**src/rtl/arb_pkg.sv**
```systemverilog
package arb_pkg;
  localparam int PRIO_W   = 8;
  localparam int RPR_W    = PRIO_W + 1;
  localparam int ID_W     = 10;
  localparam int PRIV_IDS = 32;
  localparam logic [ID_W-1:0]  SPURIOUS_ID = 10'd1023;
  localparam logic [RPR_W-1:0] NO_PRIO     = 9'h100;
endpackage

```
**src/rtl/arb_scan_ctrl.sv**
```systemverilog
module arb_scan_ctrl
  import arb_pkg::*;
#(
  parameter int NID = 64
) (
  input  logic            clk,
  input  logic            rst,
  output logic [ID_W-1:0] idx_o,
  output logic            first_o,
  output logic            last_o
);
  localparam logic [ID_W-1:0] LAST_IDX = ID_W'(NID - 1);

  always_ff @(posedge clk) begin
    if (rst) begin
      idx_o <= '0;
    end else if (idx_o == LAST_IDX) begin
      idx_o <= '0;
    end else begin
      idx_o <= idx_o + 1'b1;
    end
  end

  assign first_o = (idx_o == '0);
  assign last_o  = (idx_o == LAST_IDX);
endmodule

```
**src/rtl/arb_prio_store.sv**
```systemverilog
module arb_prio_store
  import arb_pkg::*;
#(
  parameter int NCPU = 2,
  parameter int NID  = 64,
  parameter int CPUW = 1
) (
  input  logic                   clk,
  input  logic                   prio_we,
  input  logic [ID_W-1:0]        prio_id,
  input  logic [CPUW-1:0]        prio_cpu,
  input  logic [PRIO_W-1:0]      prio_val,
  input  logic                   tgt_we,
  input  logic [ID_W-1:0]        tgt_id,
  input  logic [NCPU-1:0]        tgt_val,
  input  logic [ID_W-1:0]        rd_idx,
  output logic [NCPU*PRIO_W-1:0] priv_q,
  output logic [PRIO_W-1:0]      shr_q,
  output logic [NCPU-1:0]        tgt_q
);
  localparam int SHD = (NID > PRIV_IDS) ? NID - PRIV_IDS : 1;
  localparam int SAW = (SHD > 1) ? $clog2(SHD) : 1;
  localparam int IXW = $clog2(NID);
  localparam logic [ID_W-1:0] PRIV_LIM = ID_W'(PRIV_IDS);
  localparam logic [ID_W-1:0] ID_LIM   = ID_W'(NID);

  logic wr_is_priv, rd_is_priv;
  logic [SAW-1:0] wr_sa, rd_sa;

  assign wr_is_priv = (prio_id < PRIV_LIM);
  assign rd_is_priv = (rd_idx < PRIV_LIM);
  assign wr_sa = SAW'(prio_id - PRIV_LIM);
  assign rd_sa = rd_is_priv ? '0 : SAW'(rd_idx - PRIV_LIM);

  // Private priorities: one small memory per CPU, written only for that CPU
  for (genvar c = 0; c < NCPU; c++) begin : g_priv
    logic [PRIO_W-1:0] pmem [PRIV_IDS];
    always_ff @(posedge clk) begin
      if (prio_we && wr_is_priv && (prio_cpu == CPUW'(c))) begin
        pmem[prio_id[4:0]] <= prio_val;
      end
      priv_q[c*PRIO_W +: PRIO_W] <= pmem[rd_idx[4:0]];
    end
  end

  // Shared priorities of IDs 32 and above
  logic [PRIO_W-1:0] smem [SHD];
  always_ff @(posedge clk) begin
    if (prio_we && !wr_is_priv && (prio_id < ID_LIM)) begin
      smem[wr_sa] <= prio_val;
    end
    shr_q <= smem[rd_sa];
  end

  // Target masks
  logic [NCPU-1:0] tmem [NID];
  always_ff @(posedge clk) begin
    if (tgt_we && (tgt_id < ID_LIM)) begin
      tmem[tgt_id[IXW-1:0]] <= tgt_val;
    end
    tgt_q <= tmem[rd_idx[IXW-1:0]];
  end
endmodule

```
**src/rtl/arb_cpu_select.sv**
```systemverilog
module arb_cpu_select
  import arb_pkg::*;
(
  input  logic              clk,
  input  logic              rst,
  input  logic              first,
  input  logic              last,
  input  logic [ID_W-1:0]   idx,
  input  logic              cand,
  input  logic [PRIO_W-1:0] prio,
  input  logic              glb_en,
  input  logic              cpu_en,
  input  logic [PRIO_W-1:0] pmask,
  input  logic [RPR_W-1:0]  rpr,
  output logic              irq,
  output logic [ID_W-1:0]   hppid
);
  logic [RPR_W-1:0] best_p, base_p, nxt_p;
  logic [ID_W-1:0]  best_id, base_id, nxt_id;
  logic             take, pass;

  always_comb begin
    base_p  = first ? NO_PRIO : best_p;
    base_id = first ? SPURIOUS_ID : best_id;
    // strict compare: an equal priority seen later never displaces the earlier ID
    take    = cand && ({1'b0, prio} < base_p);
    nxt_p   = take ? {1'b0, prio} : base_p;
    nxt_id  = take ? idx : base_id;
    pass    = glb_en && cpu_en && (nxt_p < {1'b0, pmask});
  end

  always_ff @(posedge clk) begin
    if (rst) begin
      best_p  <= NO_PRIO;
      best_id <= SPURIOUS_ID;
      irq     <= 1'b0;
      hppid   <= SPURIOUS_ID;
    end else begin
      best_p  <= nxt_p;
      best_id <= nxt_id;
      if (last) begin
        hppid <= pass ? nxt_id : SPURIOUS_ID;
        irq   <= pass && (nxt_p < rpr);
      end
    end
  end
endmodule

```
**src/rtl/pend_arbiter.sv**
```systemverilog
module pend_arbiter
  import arb_pkg::*;
#(
  parameter int NCPU = 2,
  parameter int NID  = 64,
  localparam int CPUW = (NCPU > 1) ? $clog2(NCPU) : 1
) (
  input  logic                   clk,
  input  logic                   rst,
  input  logic                   glb_en_i,
  input  logic [NCPU-1:0]        cpu_en_i,
  input  logic [NCPU*NID-1:0]    en_i,
  input  logic [NCPU*NID-1:0]    pend_i,
  input  logic [NCPU*PRIO_W-1:0] pmask_i,
  input  logic [NCPU*RPR_W-1:0]  rpr_i,
  input  logic                   prio_we_i,
  input  logic [ID_W-1:0]        prio_id_i,
  input  logic [CPUW-1:0]        prio_cpu_i,
  input  logic [PRIO_W-1:0]      prio_val_i,
  input  logic                   tgt_we_i,
  input  logic [ID_W-1:0]        tgt_id_i,
  input  logic [NCPU-1:0]        tgt_val_i,
  output logic [NCPU-1:0]        irq_o,
  output logic [NCPU*ID_W-1:0]   hppid_o
);
  localparam int IXW = $clog2(NID);

  logic [ID_W-1:0] idx, idx_q;
  logic            first, last, first_q, last_q;
  logic [NCPU*PRIO_W-1:0] priv_q;
  logic [PRIO_W-1:0]      shr_q;
  logic [NCPU-1:0]        tgt_q;
  logic                   is_priv_q;

  arb_scan_ctrl #(.NID(NID)) scan_i (
    .clk(clk), .rst(rst), .idx_o(idx), .first_o(first), .last_o(last)
  );

  arb_prio_store #(.NCPU(NCPU), .NID(NID), .CPUW(CPUW)) store_i (
    .clk(clk), .prio_we(prio_we_i), .prio_id(prio_id_i), .prio_cpu(prio_cpu_i),
    .prio_val(prio_val_i), .tgt_we(tgt_we_i), .tgt_id(tgt_id_i),
    .tgt_val(tgt_val_i), .rd_idx(idx), .priv_q(priv_q), .shr_q(shr_q),
    .tgt_q(tgt_q)
  );

  // Stage register aligning the scan index with the memory read data
  always_ff @(posedge clk) begin
    if (rst) begin
      idx_q   <= '0;
      first_q <= 1'b0;
      last_q  <= 1'b0;
    end else begin
      idx_q   <= idx;
      first_q <= first;
      last_q  <= last;
    end
  end

  assign is_priv_q = (idx_q < ID_W'(PRIV_IDS));

  for (genvar c = 0; c < NCPU; c++) begin : g_cpu
    logic [NID-1:0]    en_row, pend_row;
    logic              cand;
    logic [PRIO_W-1:0] prio;

    assign en_row   = en_i[c*NID +: NID];
    assign pend_row = pend_i[c*NID +: NID];
    assign cand = en_row[idx_q[IXW-1:0]] && pend_row[idx_q[IXW-1:0]] &&
                  (is_priv_q || tgt_q[c]);
    assign prio = is_priv_q ? priv_q[c*PRIO_W +: PRIO_W] : shr_q;

    arb_cpu_select sel_i (
      .clk(clk), .rst(rst), .first(first_q), .last(last_q), .idx(idx_q),
      .cand(cand), .prio(prio), .glb_en(glb_en_i), .cpu_en(cpu_en_i[c]),
      .pmask(pmask_i[c*PRIO_W +: PRIO_W]), .rpr(rpr_i[c*RPR_W +: RPR_W]),
      .irq(irq_o[c]), .hppid(hppid_o[c*ID_W +: ID_W])
    );
  end
endmodule

```
**config.mk**
```make
export PLATFORM = sky130hd
export DESIGN_NAME = pend_arbiter
export DESIGN_NICKNAME = d
export VERILOG_FILES = /design/src/rtl/arb_pkg.sv /design/src/rtl/arb_scan_ctrl.sv /design/src/rtl/arb_prio_store.sv /design/src/rtl/arb_cpu_select.sv /design/src/rtl/pend_arbiter.sv
export SDC_FILE = /design/constraint.sdc
export NUM_CORES = 1
export LEC_CHECK = 0
export CAP_MARGIN = 20
export CORE_UTILIZATION = 50
export DETAILED_ROUTE_END_ITERATION = 7
export MAX_ROUTING_LAYER = met4
export PLACE_DENSITY_LB_ADDON = 0.1
export SYNTH_ARGS = -nofsm -noshare
export SYNTH_HDL_FRONTEND = slang
export SYNTH_SLANG_ARGS = --single-unit
```
**constraint.sdc**
```tcl
create_clock -name clk -period 7.7 [get_ports clk]
set_input_delay 2.31 -clock clk [delete_from_list [all_inputs] [get_ports clk]]
set_output_delay 2.31 -clock clk [all_outputs]
set_load 0.02 [all_outputs]
```
==> results.py, run 1 <==
metrics = {
    "status": {
        "status": "finished, final reports clean",
    },
    "setup_path": {
        "cpMostUsedCell": "buf_4",
        "cp.arrival_ns": 7.07,
        "start_kind": "input port",
        "crit_fanout": 15,
        "crit_path_top_delay_cell": "nor4_1",
        "reg2reg_slack_ns": 2.00,
        "cpPeakStageDelay_ns": 0.85,
        "cp.required_ns": 8.30,
        "worstPathCellList": "clkdlybuf4s50_1 > nand2_1 > o21ai_0 > a41oi_1 > nor4_1 > o311ai_2 > a21oi_4 > buf_4 > mux2i_1 > ha_1 > nor4b_1 > o211ai_1 > a211oi_1 > buf_4 > a32o_1",
        "worstSetupPathType": "input port to flip-flop",
        "worstSetupEndpointType": "flip-flop",
    },
    "floorplanning": {
        "die_x_um": 292,
        "initial_core_util_pct": 50.8,
        "die_y_um": 292,
        "die_area_sq_um": 85000,
        "core_sq_um": 82500,
        "ios": 350,
        "rows": 105,
    },
    "final_layout": {
        "final_nets": 3217,
        "area_growth_pct": 18.1,
        "drive_above_1_share_pct": 17.5,
    },
    "route": {
        "routedWlPerCell_um": 28.1,
        "via_count": 24200,
        "drc": 0,
        "ant_nets": 0,
        "drtIter0Drc": 2050,
        "wl_um": 113000,
        "routed_via_density": 6.03,
        "drt-pass1-iter-count": 5,
    },
    "timing": {
        "final_hold_viol_count": 0,
        "setup_viol": 0,
        "finalCriticalPeriod_ns": 6.47,
        "finalSetupTns_ns": 0,
        "setup_ws_ns": 1.23,
        "timing.fmax_mhz": 155,
        "finClkSkew_ns": 0.0420,
        "rsz0062_at_grt": "false",
        "fin_crit_sh_pct": 84.0,
        "relSlewSlack_pct": 26.0,
        "worst_pin_slew_ns": 1.11,
        "finalMaxSlewViolations": 0,
    },
    "place": {
        "port_buffers": 349,
        "globalplace.congestion": 0.961,
        "dpl.hpwl_um": 75000,
        "dp_slack_ns": 0.620,
    },
    "synthesis": {
        "async_flop_share_pct": 0,
        "ys_warn_count": 0,
        "synth_simple_gate_area_share_pct": 6.84,
        "synth_edf_count": 896,
        "synthDistinctLibCells": 77,
        "ys.flop_type": "edfxtp_1",
        "post_synth.cell_area_avg_sq_um": 16.7,
        "yosysTopAreaCell": "edfxtp_1",
        "ys_seq_elements": 1004,
        "synth_area_leaders": "edfxtp_1 64%, mux4_2 13%, dfxtp_1 5.2%, nor2_1 2.0%, nand2_1 1.7%",
        "synthMuxAreaShare_pct": 15.1,
        "synth_top_family_by_area": "multiplexers",
        "synth_fa_ha_area_share_pct": 1.37,
        "ys_seq_area_share_pct": 69.3,
        "synth-xor-area-share_pct": 0.167,
        "syn_nets": 2881,
        "syn-cell-area_sq_um": 41900,
        "synth_compound_area_share_pct": 5.09,
        "netlist_instances": 2507,
        "netlist.area_leader.share_pct": 64.2,
    },
    "clocking": {
        "htreeDepth": 3,
        "post_cts_resize_count": 0,
        "cts_tree": "yes",
        "worstSkewPairLatency_ns": 0.67,
        "cts_hold_buf": 0,
        "clk_pin_slew_ns": 0.06,
        "post_cts_buffers": 0,
        "ctsLongestPathBuffers": 3,
        "cts_sinks": 1004,
        "root_buffer": "clkbuf_16",
        "cts_buffers": 99,
    },
    "power_and_ir_drop": {
        "p_total_mw": 11.7,
        "peakVddDrop_uv": 195,
        "p_leak_nw": 16.1,
        "power_density_nw_per_um2": 236,
    },
    "global_routing": {
        "grtUsageTotal_pct": 27.5,
        "grt_pass1_wl_um": 166000,
        "grt_pass1_vias": 24700,
        "grt_max_degree": 117,
        "grt-ovfl-total": 0,
        "antenna_found_initial": 9,
    },
    "worst_hold_path": {
        "hold_path.class": "flip-flop to flip-flop",
    },
    "job": {
        "cap_violations": 0,
    },
}
-- cell type report --
class | instances | area (sq um)
Fill cell | 6173 | 33000
Sequential cell | 1004 | 29100
Multi-Input combinational cell | 1296 | 12000
Timing Repair Buffer | 385 | 3750
Clock buffer | 125 | 2610
Tap cell | 1070 | 1340
Clock inverter | 61 | 543
Inverter | 57 | 214
Antenna cell | 9 | 22.5
-- per-stage QoR --
step	util (%)	area [sq um]	hold WS [ns]	cells
finish	60.0	49500	0.472	4007
global placement	56.2	46400	0.460	3811
floorplan	-	41900	0.443	2507
global route	60.0	49500	0.487	4007
detailed placement	56.2	46400	0.464	3811
CTS	60.0	49500	0.476	3997
-- state kept, by name, indices dropped and copies added, names as in the netlist --
signal               count
g_cpu.sel_i.best_p      18
store_i.tmem           128
g_cpu.sel_i.best_id     20
store_i.tgt_q            2
store_i.smem           256
last_q                   1
store_i.priv_q          16
scan_i.idx_o            10
g_cpu.sel_i.hppid       20
store_i.shr_q            8
g_cpu.sel_i.irq          2
idx_q                   10
first_q                  1
store_i.g_priv.pmem    512
-- cells by family after synthesis --
| group | count (synthesis) |
|---|---|
| compound gates | 301 |
| xor+xnor | 8 |
| fa+ha+maj | 46 |
| buf+inv | 207 |
| flops | 1004 |
| mux | 323 |
| simple gates | 618 |
-- synth_stat cells, drive strengths merged (9+ instances only) --
master / instances
o221ai: 33
ha: 46
nand3b: 26
nor2b: 31
or2: 15
inv: 57
a22oi: 9
nand3: 43
buf: 71
o22ai: 19
a21oi: 53
mux2: 29
edfxtp: 896
a41oi: 11
nand2b: 39
a211oi: 16
o211ai: 25
nor2: 225
o21ai: 59
and2: 11
a31oi: 16
mux2i: 50
dfxtp: 108
clkbuf: 79
mux4: 244
nand2: 187
a21o: 14
-- routing by layer --
metal  wire [um]  track usage, %  up-vias
met5           0               -        -
met4        4000            10.1        0
met3        7490            4.49      178
met2       55900            44.6      982
met1       45100            35.2    12400
li1            -               -    10600
-- worst max-delay path, delay by kind of cell --
| family | cells | cell delay, ns |
|---|---|---|
| AND/OR/NAND/NOR | 3 | 1.61 |
| AO/OA/AOI/OAI | 7 | 1.58 |
| buffers and inverters | 3 | 1.08 |
| adder cells (fa/ha/maj) | 1 | 0.26 |
| multiplexers | 1 | 0.22 |
-- cell usage in the layout, fill, tap and decap left out, types with 46 or more instances in the layout --
cell	n
o21ai_0	47
mux2i_1	50
clkbuf_16	100
ha_1	46
clkdlybuf4s50_1	340
inv_1	56
dfxtp_1	103
edfxtp_1	896
mux4_2	244
nor2_1	225
nand2_1	186
-- worst paths after layout --
path	startpoint	endpoint	cells after the start
setup / recovery	pend_i[96]	g_cpu[1].sel_i.irq	15
hold / removal	g_cpu[1].sel_i.irq	g_cpu[1].sel_i.irq	1
setup reg to reg	idx_q[7]	g_cpu[0].sel_i.irq	21
hold reg to reg	g_cpu[1].sel_i.irq	g_cpu[1].sel_i.irq	1
-- power breakdown --
group | internal (mW) | switching [mW] | total [mW]
registers | 5.97 | 0.0463 | 6.02
clock network | 2.64 | 2.03 | 4.67
logic | 0.484 | 0.521 | 1.00
total | 9.10 | 2.59 | 11.7
Note: power is estimated with default switching activity, not from simulation.
==> run 2: changes to the inputs <==
==> constraint.sdc (replaced) <==
create_clock -name clk -period 5.35 [get_ports clk]
set_input_delay 1.605 -clock clk [delete_from_list [all_inputs] [get_ports clk]]
set_output_delay 1.605 -clock clk [all_outputs]
set_load 0.02 [all_outputs]
==> run 2 against run 1 <==
Setup slack got worse by 1.0 ns. Global-route usage rose by 0.27 points. First-iteration DRC count rose by 9.3%. Clock power up 50%. Clock skew is 0.0064 ns lower. Utilization is 1.4 points higher. Register-to-register slack lost 1.7 ns. Count of clock-buffer cells in the layout down 6. Critical endpoint is now g_cpu[0].sel_i.hppid[7]. Wire length increased by 1.0%. Flip-flop and latch count unchanged.
==> results.py, run 2 (synthesis results as in run 1) <==
metrics = {
    "status": {
        "status": "finished, final reports clean",
    },
    "power_and_ir_drop": {
        "peakVddDrop_uv": 234,
        "pwr-share-comb_pct": 8.9,
        "power_frac_seq_pct": 50.3,
        "p_int_mw": 13.5,
        "p_leak_nw": 16.8,
        "power_density_nw_per_um2": 339,
        "p_total_mw": 17.2,
        "switching_share_pct": 21.7,
        "p_clk_share_pct": 40.8,
        "power.switching_mw": 3.73,
    },
    "setup_path": {
        "cpPeakStageDelay_ns": 0.48,
        "start_kind": "input port",
        "ff2ff_path_depth": 21,
        "cp.arrival_ns": 5.65,
        "critical_path.top_delay_family": "compound AO/OA/AOI/OAI gates",
        "worstReg2RegEnd": "g_cpu[0].sel_i.hppid[7]",
        "worstSetupEndpointType": "flip-flop",
        "crit_start": "en_i[40]",
        "worstPathCellList": "clkdlybuf4s50_1 > nand2_1 > o21ai_0 > o221ai_1 > nor4_2 > buf_4 > nand3_1 > buf_4 > a21oi_2 > mux2i_2 > ha_1 > a21o_1 > a21o_1 > a21o_1 > a21oi_1 > o221ai_1 > a211oi_2 > buf_6 > a21oi_2",
        "crit_path_top_delay_cell": "clkdlybuf4s50_1",
        "cp.required_ns": 5.87,
        "cpMostUsedCell": "a21o_1",
        "reg2reg_from": "idx_q[7]",
        "worstSetupPathType": "input port to flip-flop",
        "reg2reg_slack_ns": 0.27,
        "crit_fanout": 11,
        "path_buf_inv": 4,
    },
    "timing": {
        "setup_ws_ns": 0.217,
        "relSlewSlack_pct": 25.1,
        "worst_pin_slew_ns": 1.12,
        "timing.fmax_mhz": 195,
        "holdWs_ns": 0.487,
        "finClkSkew_ns": 0.0356,
        "final_hold_viol_count": 0,
        "finalMaxSlewViolations": 0,
        "finalCriticalPeriod_ns": 5.13,
        "setup_viol": 0,
        "fin_crit_sh_pct": 95.9,
    },
    "route": {
        "routed_via_density": 5.92,
        "met3_length_um": 7360,
        "met1Wirelength_um": 45600,
        "routedWlPerCell_um": 27.5,
        "ant_nets": 0,
        "via_count": 24400,
        "drt-pass1-iter-count": 5,
        "drtIter0Drc": 2240,
        "drc": 0,
        "dr_wl_met2_um": 57200,
        "wl_um": 114000,
        "highest_layer": "met4",
    },
    "floorplanning": {
        "ios": 350,
        "die_x_um": 292,
        "initial_core_util_pct": 50.8,
        "die_y_um": 292,
        "core_sq_um": 82500,
        "rows": 105,
        "die_area_sq_um": 85000,
    },
    "final_layout": {
        "largest_register_ffs": 512,
        "drive_above_1_share_pct": 21.6,
        "most-common-layout-cells": "896 x edfxtp_1, 340 x clkdlybuf4s50_1, 244 x mux4_2",
        "layout_commonest_cell": "edfxtp_1",
        "final_nets": 3340,
        "fin_util_pct": 61.5,
        "area_growth_pct": 21.0,
    },
    "worst_hold_path": {
        "hold-path-endpoint": "g_cpu[1].sel_i.irq",
        "hp-start": "g_cpu[1].sel_i.irq",
        "hold_path.class": "flip-flop to flip-flop",
        "hold_path_depth": 1,
    },
    "clocking": {
        "cts_hold_buf": 0,
        "root_buffer": "clkbuf_16",
        "worstSkewPairLatency_ns": 0.66,
        "clk_pin_slew_ns": 0.06,
        "ctsLongestPathBuffers": 3,
        "post_cts_resize_count": 1,
        "cts_tree": "yes",
        "cts_buffers": 98,
        "htreeDepth": 3,
        "post_cts_buffers": 0,
        "cts_sinks": 1004,
    },
    "place": {
        "dp_slack_ns": -0.521,
        "dpl.hpwl_um": 78200,
        "port_buffers": 349,
        "globalplace.congestion": 0.939,
    },
    "global_routing": {
        "grt_max_degree": 105,
        "grt-ovfl-total": 0,
        "grtUsageTotal_pct": 27.8,
        "grt_pass1_vias": 25100,
        "grt_pass1_wl_um": 167000,
        "antenna_found_initial": 10,
    },
    "job": {
        "cap_violations": 0,
    },
}
## run 2: cell count changes in the layout (fill, tap and decap cells not counted), moves of 6 or more
cell	change
buf_4	+121
clkbuf_1	-13
clkinv_1	-7
clkinv_2	+6
## run 2: stage by stage
stage          TNS [ns]  cells  instance area [sq um]
2_1_floorplan         0   2507                  41900
3_3_place_gp     -10.29   3936                  47300
3_5_place_dp     -10.18   3936                  47300
4_1_cts               0   4118                  50700
5_1_grt          -0.252   4128                  50700
6_report              0   4128                  50700
## run 2: worst max path at each step
stage,to,slack [ns],depth (start not counted)
after floorplan,g_cpu[0].sel_i.hppid[1],0.12,25
after global placement,g_cpu[1].sel_i.irq,-0.57,18
after detailed placement,g_cpu[1].sel_i.irq,-0.52,18
after CTS,g_cpu[0].sel_i.irq,0.12,22
after global routing,g_cpu[0].sel_i.hppid[8],-0.03,19
final,g_cpu[0].sel_i.hppid[7],0.22,19
## run 2: area by class of cell
class                           instances  area [sq um]
Antenna cell                           10          25.0
Clock buffer                          119          2660
Clock inverter                         63           681
Fill cell                            6080         31800
Inverter                               57           214
Multi-Input combinational cell       1296         12000
Sequential cell                      1004         29100
Tap cell                             1070          1340
Timing Repair Buffer                  509          4720
## run 2: power by group through the flow
| stage | Combinational, mW | Sequential, mW | Clock [mW] |
|---|---|---|---|
| finish | 1.53 | 8.65 | 7.02 |
| global route | 1.65 | 8.65 | 7.43 |
| CTS | 1.54 | 8.65 | 7.14 |
| detailed placement | 1.52 | 8.82 | 0 |
| global placement | 1.50 | 8.81 | 0 |
| floorplan | 0.829 | 8.77 | 0 |
## run 2: worst reg2reg max path: cells and delay by family (launching register included)
kind | cells | cell delay [ns]
fa+ha+maj | 2 | 0.58
flops | 1 | 0.36
simple gates | 3 | 1.07
compound gates | 12 | 2.02
mux | 2 | 0.66
buf+inv | 2 | 0.29
## run 2: per-layer routing
layer	vias up	global-route usage, %
met3	164	4.30
li1	10800	-
met4	0	9.31
met1	12600	35.9
met5	-	-
met2	902	45.2
